### src/rtl/sq_pkg.sv
package sq_pkg;
  typedef logic [31:0] word_t;
  localparam int DESC_WORDS = 8;
  localparam int W_OPT  = 0;
  localparam int W_SRC  = 1;
  localparam int W_AB   = 2;
  localparam int W_DST  = 3;
  localparam int W_BIDX = 4;
  localparam int W_LINK = 5;
  localparam int W_CIDX = 6;
  localparam int W_CC   = 7;
  localparam int OB_SFIFO = 0;
  localparam int OB_DFIFO = 1;
  localparam int OB_FRAME = 2;
  localparam int OB_STAT  = 3;
  localparam int OB_FIN_IRQ = 20;
  localparam int OB_MID_IRQ = 21;
  localparam int OB_FIN_CH  = 22;
  localparam int OB_MID_CH  = 23;
  localparam logic [15:0] NO_LINK = 16'hFFFF;

  typedef enum logic [1:0] {ST_IDLE, ST_ISSUE, ST_WAIT} seq_st_e;

  function automatic word_t sext16(input logic [15:0] v);
    return {{16{v[15]}}, v};
  endfunction

  function automatic word_t null_word(input int w);
    return (w == W_LINK) ? {16'h0000, NO_LINK} : 32'h0;
  endfunction
endpackage

### src/rtl/sq_desc_store.sv
module sq_desc_store
  import sq_pkg::*;
#(
  parameter int NSLOT    = 8,
  parameter int ACT_SLOT = 0,
  localparam int SW      = $clog2(NSLOT)
) (
  input  logic          clk,
  input  logic          rst_n,
  input  logic          cfg_we,
  input  logic [SW-1:0] cfg_slot,
  input  logic [2:0]    cfg_word,
  input  word_t         cfg_wdata,
  input  logic          upd_we,
  input  word_t         upd_src,
  input  word_t         upd_dst,
  input  word_t         upd_ab,
  input  word_t         upd_cc,
  input  logic          ld_we,
  input  logic          ld_null,
  input  logic [SW-1:0] ld_slot,
  output word_t         act [DESC_WORDS]
);
  word_t mem [NSLOT][DESC_WORDS];

  // Later assignments take priority: reload over update over software write.
  always_ff @(posedge clk or negedge rst_n) begin
    if (!rst_n) begin
      for (int s = 0; s < NSLOT; s++)
        for (int w = 0; w < DESC_WORDS; w++)
          mem[s][w] <= '0;
    end else begin
      if (cfg_we) mem[cfg_slot][cfg_word] <= cfg_wdata;
      if (upd_we) begin
        mem[ACT_SLOT][W_SRC] <= upd_src;
        mem[ACT_SLOT][W_DST] <= upd_dst;
        mem[ACT_SLOT][W_AB]  <= upd_ab;
        mem[ACT_SLOT][W_CC]  <= upd_cc;
      end
      if (ld_we)
        for (int w = 0; w < DESC_WORDS; w++)
          mem[ACT_SLOT][w] <= ld_null ? null_word(w) : mem[ld_slot][w];
    end
  end

  for (genvar w = 0; w < DESC_WORDS; w++) begin : g_act
    assign act[w] = mem[ACT_SLOT][w];
  end
endmodule

### src/rtl/sq_advance.sv
module sq_advance
  import sq_pkg::*;
(
  input  logic  src_fifo,
  input  logic  dst_fifo,
  input  word_t src,
  input  word_t dst,
  input  word_t ab,
  input  word_t bidx,
  input  logic [15:0] b_reload,
  input  word_t cidx,
  input  word_t cc,
  output word_t n_src,
  output word_t n_dst,
  output word_t n_ab,
  output word_t n_cc,
  output logic  frame_end,
  output logic  final_arr,
  output logic  is_null
);
  logic [15:0] acnt, bcnt, ccnt;
  word_t src_step, dst_step;

  assign acnt = ab[15:0];
  assign bcnt = ab[31:16];
  assign ccnt = cc[15:0];

  assign frame_end = (bcnt == 16'd1);
  assign final_arr = frame_end && (ccnt == 16'd1);
  assign is_null   = (acnt == '0) || (bcnt == '0) || (ccnt == '0);

  assign src_step = frame_end ? sext16(cidx[15:0])  : sext16(bidx[15:0]);
  assign dst_step = frame_end ? sext16(cidx[31:16]) : sext16(bidx[31:16]);

  assign n_src = src_fifo ? src : src + src_step;
  assign n_dst = dst_fifo ? dst : dst + dst_step;
  assign n_ab  = {frame_end ? b_reload : bcnt - 16'd1, acnt};
  assign n_cc  = {cc[31:16], frame_end ? ccnt - 16'd1 : ccnt};
endmodule

### src/rtl/link_desc_seq.sv
module link_desc_seq
  import sq_pkg::*;
#(
  parameter int NSLOT    = 8,
  parameter int ACT_SLOT = 0,
  localparam int SW      = $clog2(NSLOT)
) (
  input  logic          clk,
  input  logic          rst_n,
  input  logic          trig,
  input  logic          cfg_we,
  input  logic [SW+2:0] cfg_addr,
  input  logic [31:0]   cfg_wdata,
  output logic          req_valid,
  input  logic          req_ready,
  output logic [31:0]   req_src,
  output logic [31:0]   req_dst,
  output logic [15:0]   req_bytes,
  input  logic          req_done,
  output logic          fin_irq,
  output logic          mid_irq,
  output logic          chain_go,
  output logic [5:0]    evt_code,
  output logic          fault
);
  word_t   act [DESC_WORDS];
  word_t   n_src, n_dst, n_ab, n_cc;
  logic    frame_end, final_arr, is_null;
  logic    pend, done_now, upd_we, ld_we;
  seq_st_e st;
  word_t   opt;

  assign opt      = act[W_OPT];
  assign done_now = (st == ST_WAIT) && req_done;
  assign upd_we   = done_now && !final_arr;
  assign ld_we    = done_now && final_arr && !opt[OB_STAT];

  sq_desc_store #(.NSLOT(NSLOT), .ACT_SLOT(ACT_SLOT)) u_store (
    .clk      (clk),
    .rst_n    (rst_n),
    .cfg_we   (cfg_we),
    .cfg_slot (cfg_addr[SW+2:3]),
    .cfg_word (cfg_addr[2:0]),
    .cfg_wdata(cfg_wdata),
    .upd_we   (upd_we),
    .upd_src  (n_src),
    .upd_dst  (n_dst),
    .upd_ab   (n_ab),
    .upd_cc   (n_cc),
    .ld_we    (ld_we),
    .ld_null  (act[W_LINK][15:0] == NO_LINK),
    .ld_slot  (act[W_LINK][SW-1:0]),
    .act      (act)
  );

  sq_advance u_adv (
    .src_fifo (opt[OB_SFIFO]),
    .dst_fifo (opt[OB_DFIFO]),
    .src      (act[W_SRC]),
    .dst      (act[W_DST]),
    .ab       (act[W_AB]),
    .bidx     (act[W_BIDX]),
    .b_reload (act[W_LINK][31:16]),
    .cidx     (act[W_CIDX]),
    .cc       (act[W_CC]),
    .n_src    (n_src),
    .n_dst    (n_dst),
    .n_ab     (n_ab),
    .n_cc     (n_cc),
    .frame_end(frame_end),
    .final_arr(final_arr),
    .is_null  (is_null)
  );

  assign req_valid = (st == ST_ISSUE);
  assign req_src   = act[W_SRC];
  assign req_dst   = act[W_DST];
  assign req_bytes = act[W_AB][15:0];

  always_ff @(posedge clk or negedge rst_n) begin
    if (!rst_n) begin
      st       <= ST_IDLE;
      pend     <= 1'b0;
      fin_irq  <= 1'b0;
      mid_irq  <= 1'b0;
      chain_go <= 1'b0;
      fault    <= 1'b0;
      evt_code <= '0;
    end else begin
      fin_irq  <= 1'b0;
      mid_irq  <= 1'b0;
      chain_go <= 1'b0;
      fault    <= 1'b0;
      if (trig && st != ST_IDLE) pend <= 1'b1;
      case (st)
        ST_IDLE: begin
          if (trig || pend) begin
            pend <= 1'b0;
            if (is_null) fault <= 1'b1;
            else         st    <= ST_ISSUE;
          end
        end
        ST_ISSUE: if (req_ready) st <= ST_WAIT;
        ST_WAIT: begin
          if (req_done) begin
            evt_code <= opt[17:12];
            if (final_arr) begin
              fin_irq  <= opt[OB_FIN_IRQ];
              chain_go <= opt[OB_FIN_CH];
              st       <= ST_IDLE;
            end else if (!opt[OB_FRAME] || frame_end) begin
              mid_irq  <= opt[OB_MID_IRQ];
              chain_go <= opt[OB_MID_CH];
              st       <= ST_IDLE;
            end else begin
              st <= ST_ISSUE;
            end
          end
        end
        default: st <= ST_IDLE;
      endcase
    end
  end
endmodule

### config.mk
export PLATFORM = sky130hd
export DESIGN_NAME = link_desc_seq
export DESIGN_NICKNAME = d
export VERILOG_FILES = /design/src/rtl/sq_pkg.sv /design/src/rtl/sq_desc_store.sv /design/src/rtl/sq_advance.sv /design/src/rtl/link_desc_seq.sv
export SDC_FILE = /design/constraint.sdc
export NUM_CORES = 2
export LEC_CHECK = 0
export ABC_AREA = 1
export BUFFER_PORTS_ARGS = -buffer_cell sky130_fd_sc_hd__buf_2
export CORE_ASPECT_RATIO = 1.2
export CORE_MARGIN = 2
export CORE_UTILIZATION = 40
export CTS_BUF_LIST = sky130_fd_sc_hd__clkbuf_2 sky130_fd_sc_hd__clkbuf_4 sky130_fd_sc_hd__clkbuf_8
export CTS_CLUSTER_SIZE = 16
export DETAILED_ROUTE_END_ITERATION = 8
export HOLD_SLACK_MARGIN = 0.1
export PLACE_DENSITY_LB_ADDON = 0.25
export SYNTH_ARGS = -nofsm -noshare
export SYNTH_HDL_FRONTEND = slang
export SYNTH_HIERARCHICAL = 1
export SYNTH_SLANG_ARGS = --single-unit
### constraint.sdc
create_clock -name clk -period 5 [get_ports clk]
set_clock_uncertainty 0.15 [all_clocks]
set_input_delay 0.75 -clock clk [delete_from_list [all_inputs] [get_ports clk]]
set_output_delay 0.75 -clock clk [all_outputs]
set_load 0.01 [all_outputs]
[Word level (Yosys, flattened, before mapping)]
Cells that the tools add are included.
Cells by class
  magnitude comparators: 5
  reduce and logical (&&, ||, !) cells: 28
  add/subtract/negate cells: 4
  eq/ne operators: 13
  bitwise gates (word level): 3
  muxes and demuxes: 50
Operators with widths (count)
  $bwmux W2048: 1
  $mux W2048: 1
  $mux W256: 4
  $bmux W256 S3: 1
  $demux W256 S3: 1
  $mux W32: 14
  $demux W32 S3: 1
  $mux W96: 1
  $add A32 B32 Y32: 2
  $logic_not A16 Y1: 3
  $eq A16 B1 Y1 const B: 2
  $mux W16: 2
  $sub A16 B1 Y16 const B: 2
  $mux W1: 19
  $eq A16 B16 Y1 const B: 1
  $ge A4 B4 Y1 const B: 3
  $not A3 Y4: 3
  $reduce_and A2 Y1: 5
  $ne A3 B3 Y1 const B: 3
  $logic_and A1 B1 Y1: 8
  $lt A4 B1 Y1 const B: 2
  $mux W2: 4
  $ne A2 B2 Y1 const B: 4
  $pmux W2 S3: 1
  other kinds (9): 15
Storage, ports and cells
  output and inout bits: 91
  input port bits: 44
  logic and storage cells: 176
  register bits after elaboration: 2061

[Logic depth before layout (Yosys ltp)]
  depth after elaboration: 11
  depth in mapped cells: 27
  depth with buffers taken out: 25

[Hierarchy]
Netlist, hierarchy kept.
Modules (own cells, without submodules)
  sq_desc_store: area an instance 93164.4 um2, seq. area each 51249.2 um2, cells an instance 11492, instances 1
  sq_advance: area an instance 7164.4 um2, seq. area each 0.0 um2, cells an instance 1509, instances 1
  link_desc_seq: area an instance 611.8 um2, seq. area each 325.3 um2, cells an instance 76, instances 1

[Worst setup path after synthesis]
OpenSTA, ideal clock, no wires.
  path type: register -> register
  start: register u_store.mem (netlist bit u_store/act[177])
  end: register u_store.mem (netlist bit u_store/act[139])
  data required time: 4.725 ns
  stages on the path, launching flop included: 24
  slack: 1.768 ns
  buffers on the path: 3
  clock period less this slack: 3.232 ns
  data arrival time: 2.958 ns
  setup time: 0.125 ns
  cell sequence: dfrtp_1 buf_4 inv_1 ha_1 nand2_1 nor2_4 nand2_4 buf_6 buf_2 nand2_1 nand2_1 ha_1 or2_2 nand3_1 nand2_1 nand2_1 nand2_1 or2_2 nand3_1 nand2_1 nand2_1 nand2_1 nand2_1 nand3_1
On the way
  longest elaborated chain between the ends: 6
  elaborated cells between the ends (all ways): 14
  those cells by class: add/sub (1); eq/ne (2); mux (4); reduce/logical (7)
RTL lines
  from (decl): RTL line sq_desc_store.sv:24  | word_t mem [NSLOT][DESC_WORDS];
  from (signal, indexed assignment): RTL line sq_desc_store.sv:33  | if (cfg_we) mem[cfg_slot][cfg_word] <= cfg_wdata;
  from (signal, indexed assignment): RTL line sq_desc_store.sv:35  | mem[ACT_SLOT][W_SRC] <= upd_src;
  from (signal, indexed assignment): RTL line sq_desc_store.sv:36  | mem[ACT_SLOT][W_DST] <= upd_dst;
  $eq A16 B1 Y1: RTL line sq_advance.sv:28  | assign frame_end = (bcnt == 16'd1);
  $mux W32: RTL line sq_advance.sv:33  | assign dst_step = frame_end ? sext16(cidx[31:16]) : sext16(bidx[31:16]);
  $add A32 B32 Y32: RTL line sq_advance.sv:36  | assign n_dst = dst_fifo ? dst : dst + dst_step;
  $mux W32: RTL line sq_advance.sv:36
  net n_dst[11]: RTL line link_desc_seq.sv:27  | word_t n_src, n_dst, n_ab, n_cc;
  $mux W96: RTL line sq_desc_store.sv:34  | if (upd_we) begin
  $mux W256: RTL line sq_desc_store.sv:40  | if (ld_we)
The timed path passes the listed nets, and every way through them passes these cells. The select of a mux whose other input is x is not followed.
A chain may end at the register's enable or synchronous reset.

[Worst setup path after layout]
  start: register u_store.mem (netlist bit u_store/act[9])
  end: register u_store.mem (netlist bit u_store/act[161])
On the way
  longest elaborated chain between the ends: 6
  elaborated cells between the ends (all ways): 10
  those cells by class: eq/ne (2); mux (1); reduce/logical (7)
RTL lines
  $eq A16 B1 Y1: RTL line sq_advance.sv:29  | assign final_arr = frame_end && (ccnt == 16'd1);
  $logic_and A1 B1 Y1: RTL line sq_advance.sv:29
  net final_arr: RTL line link_desc_seq.sv:28  | logic frame_end, final_arr, is_null;
  $logic_not A1 Y1: RTL line link_desc_seq.sv:35  | assign upd_we = done_now && !final_arr;
  $logic_and A1 B1 Y1: RTL line link_desc_seq.sv:35
  net upd_we: RTL line link_desc_seq.sv:29  | logic pend, done_now, upd_we, ld_we;
  $ne A2 B2 Y1 (no line)
  $reduce_and A2 Y1 (no line)
The timed path passes the listed nets, and every way through them passes these cells.

==> impl_metrics.json <==
{
  "worstPathCellList": "nor2_1 > inv_1 > nor4_1 > nand4_1 > buf_4 > nor2_1 > buf_4 > nor2_4 > nor2_1 > inv_1 > nor2_1 > nand2_1 > nand2_1 > nand2_1 > nand3_1",
  "p_leak_uw": 0.0459,
  "ant_nets": 0,
  "clk_pin_slew_ps": 60,
  "avgSynthCellArea_sq_um": 7.62,
  "min-delay-start": "cfg_addr[3]",
  "fin_nets": 11300,
  "r2r_setup_slack_ps": 630,
  "cts_tree": "built",
  "yosys_warnings": 6,
  "dieArea_sq_um": 226000,
  "ir_worst_vdd_mv": 0.197,
  "hold_path_depth": 4,
  "arrival_ps": 5120,
  "core_sq_um": 221000,
  "rsz0062_at_grt": "false",
  "dp_cells": 13800,
  "slowest_delay_ps": 1070,
  "final_hold_viol_count": 0,
  "startpoint_type": "flip-flop",
  "grt_first_pass_wirelength_mm": 494,
  "dp_slack_ps": 698,
  "cp_max_fo": 20,
  "required_ps": 5750,
  "antenna_found_initial": 11,
  "synthCells": 11700,
  "setup_viol": 0,
  "row_count": 189,
  "area_delta_synth_final_pct": 8.69,
  "r2r_end": "u_store/act[161]$_DFFE_PN0P_",
  "clk_path_buf_depth": 4,
  "path_depth": 15,
  "finalSetupTns_ps": 0,
  "grt_max_degree": 172,
  "status": "completed",
  "final_area_sq_um": 96700,
  "drc": 0,
  "syn_area_sq_um": 89000,
  "gp_congestion": 0.928,
  "wl_per_cell_microns": 23.1,
  "hp-class": "input port to flip-flop",
  "die_h_microns": 521,
  "synth_nets": 11800,
  "insertion_delay_ps": 960,
  "relSlewSlack_pct": 12.1,
  "fin_crit_ps": 4370,
  "rr_worst_depth": 15,
  "crit_family": "simple AND/OR/NAND/NOR gates",
  "grt.total_usage_pct": 28.8,
  "portBuffers": 134,
  "crit_buf_inv": 4,
  "p_total_uw": 36800,
  "cts_sinks": 1789,
  "layout-drive-gt1-share_pct": 8.95,
  "root_buffer": "clkbuf_8",
  "maxSlewViolCount": 0,
  "wl_mm": 330,
  "endpoint_kind": "flip-flop",
  "cpMostUsedCell": "nor2_1",
  "vias": 78900,
  "final.setup.worst_slack_ps": 633,
  "cap_violations": 0,
  "ios": 135,
  "grt_pass1_vias": 74400,
  "worst_slew_pin_slew_ps": 1320,
  "vias_per_cell": 5.51,
  "min_to": "u_store/mem[1332]$_DFFE_PN0P_",
  "cts.htree.levels": 5,
  "dp_hpwl_mm": 206,
  "cts_made_buffers": 301,
  "clock.fmax_ghz": 0.229,
  "first_iter_violations": 8778,
  "initial_core_util_pct": 40.3,
  "post_dp_cell_area_sq_um": 90100,
  "firstDrtPassIters": 7,
  "period_share_pct": 87.3,
  "cts_setup_buffers": 0,
  "cp_slowest_cell": "nor2_1",
  "die-width_microns": 435,
  "fin_cells": 14300,
  "rr_startpoint": "u_store/act[9]$_DFFE_PN0P_",
  "overflow": 0,
  "power_density_nw_per_um2": 381,
  "critPathKind": "flip-flop to flip-flop"
}
[layer usage]
metal / track usage, % / routed length (microns) / vias up
met5: 0 / 26 / -
met4: 13.2 / 15600 / 4
met3: 4.60 / 25900 / 580
met2: 44.7 / 150000 / 3329
met1: 39.5 / 139000 / 38400
li1: - / - / 36600
[worst min-delay path, stage by stage]
cell and delay [ps]:
buf_2 130, nor2_2 120, nand2_2 130, o21ai_0 80
[registers in the layout, indices dropped and copies added, names as in the netlist, 2 cells and up]
signal / cells
evt_code: 6
st: 2
u_store/act: 222
u_store/mem: 1554
[worst max path at each step]
stage	startpoint	end	slack, ps
2_1_floorplan	u_store/act[177]$_DFFE_PN0P_	u_store/act[139]$_DFFE_PN0P_	1770
3_3_place_gp	u_store/act[9]$_DFFE_PN0P_	u_store/act[161]$_DFFE_PN0P_	750
3_5_place_dp	u_store/act[9]$_DFFE_PN0P_	u_store/act[161]$_DFFE_PN0P_	700
4_1_cts	u_store/act[9]$_DFFE_PN0P_	u_store/act[161]$_DFFE_PN0P_	690
5_1_grt	u_store/act[177]$_DFFE_PN0P_	u_store/act[220]$_DFFE_PN0P_	480
6_report	u_store/act[9]$_DFFE_PN0P_	u_store/act[161]$_DFFE_PN0P_	630
[cell type report]
cell class              instances  area (sq um)
well taps                    2960          3700
repair buffers                397          3250
diodes                         15          37.5
clock inverters                41           372
inverters                     483          1840
multi-input cells            8162         36800
flip-flops and latches       1789         44800
clock buffers                 475          5920
fillers                     22300        124000
[cell usage in the layout (no fill, tap or decap), types with 25 or more instances in the layout]
cell	instances
dlygate4sd3_1	29
buf_12	42
nor2_1	1028
o21ai_0	2215
o211ai_1	82
buf_4	194
a21oi_1	348
inv_1	449
nand4_1	112
clkbuf_8	376
ha_1	73
inv_2	25
dfrtp_1	1786
clkbuf_4	99
nand2_2	44
nand3_1	797
o21ai_1	54
nand2_1	3277
buf_2	132
[per-stage QoR]
step / hold WS (ps) / utilization (%)
after detailed placement: 317 / 40.8
final: 165 / 43.8
after global placement: 310 / 40.8
after floorplan: 298 / -
after global routing: 139 / 43.7
after CTS: 100 / 43.7
[where the power goes]
part           internal, uW  leakage, uW  switching [uW]
clock                  7740      0.00334            6140
combinational          1840       0.0189            3680
sequential            16400       0.0236            1070
total                 25900       0.0459           10900
[what timing repair did]
item,CTS,global route
resized for setup,0,0
endpoints found under the hold margin,196,0
hold buffers,29,0
Note: power is estimated with default switching activity, not from simulation.
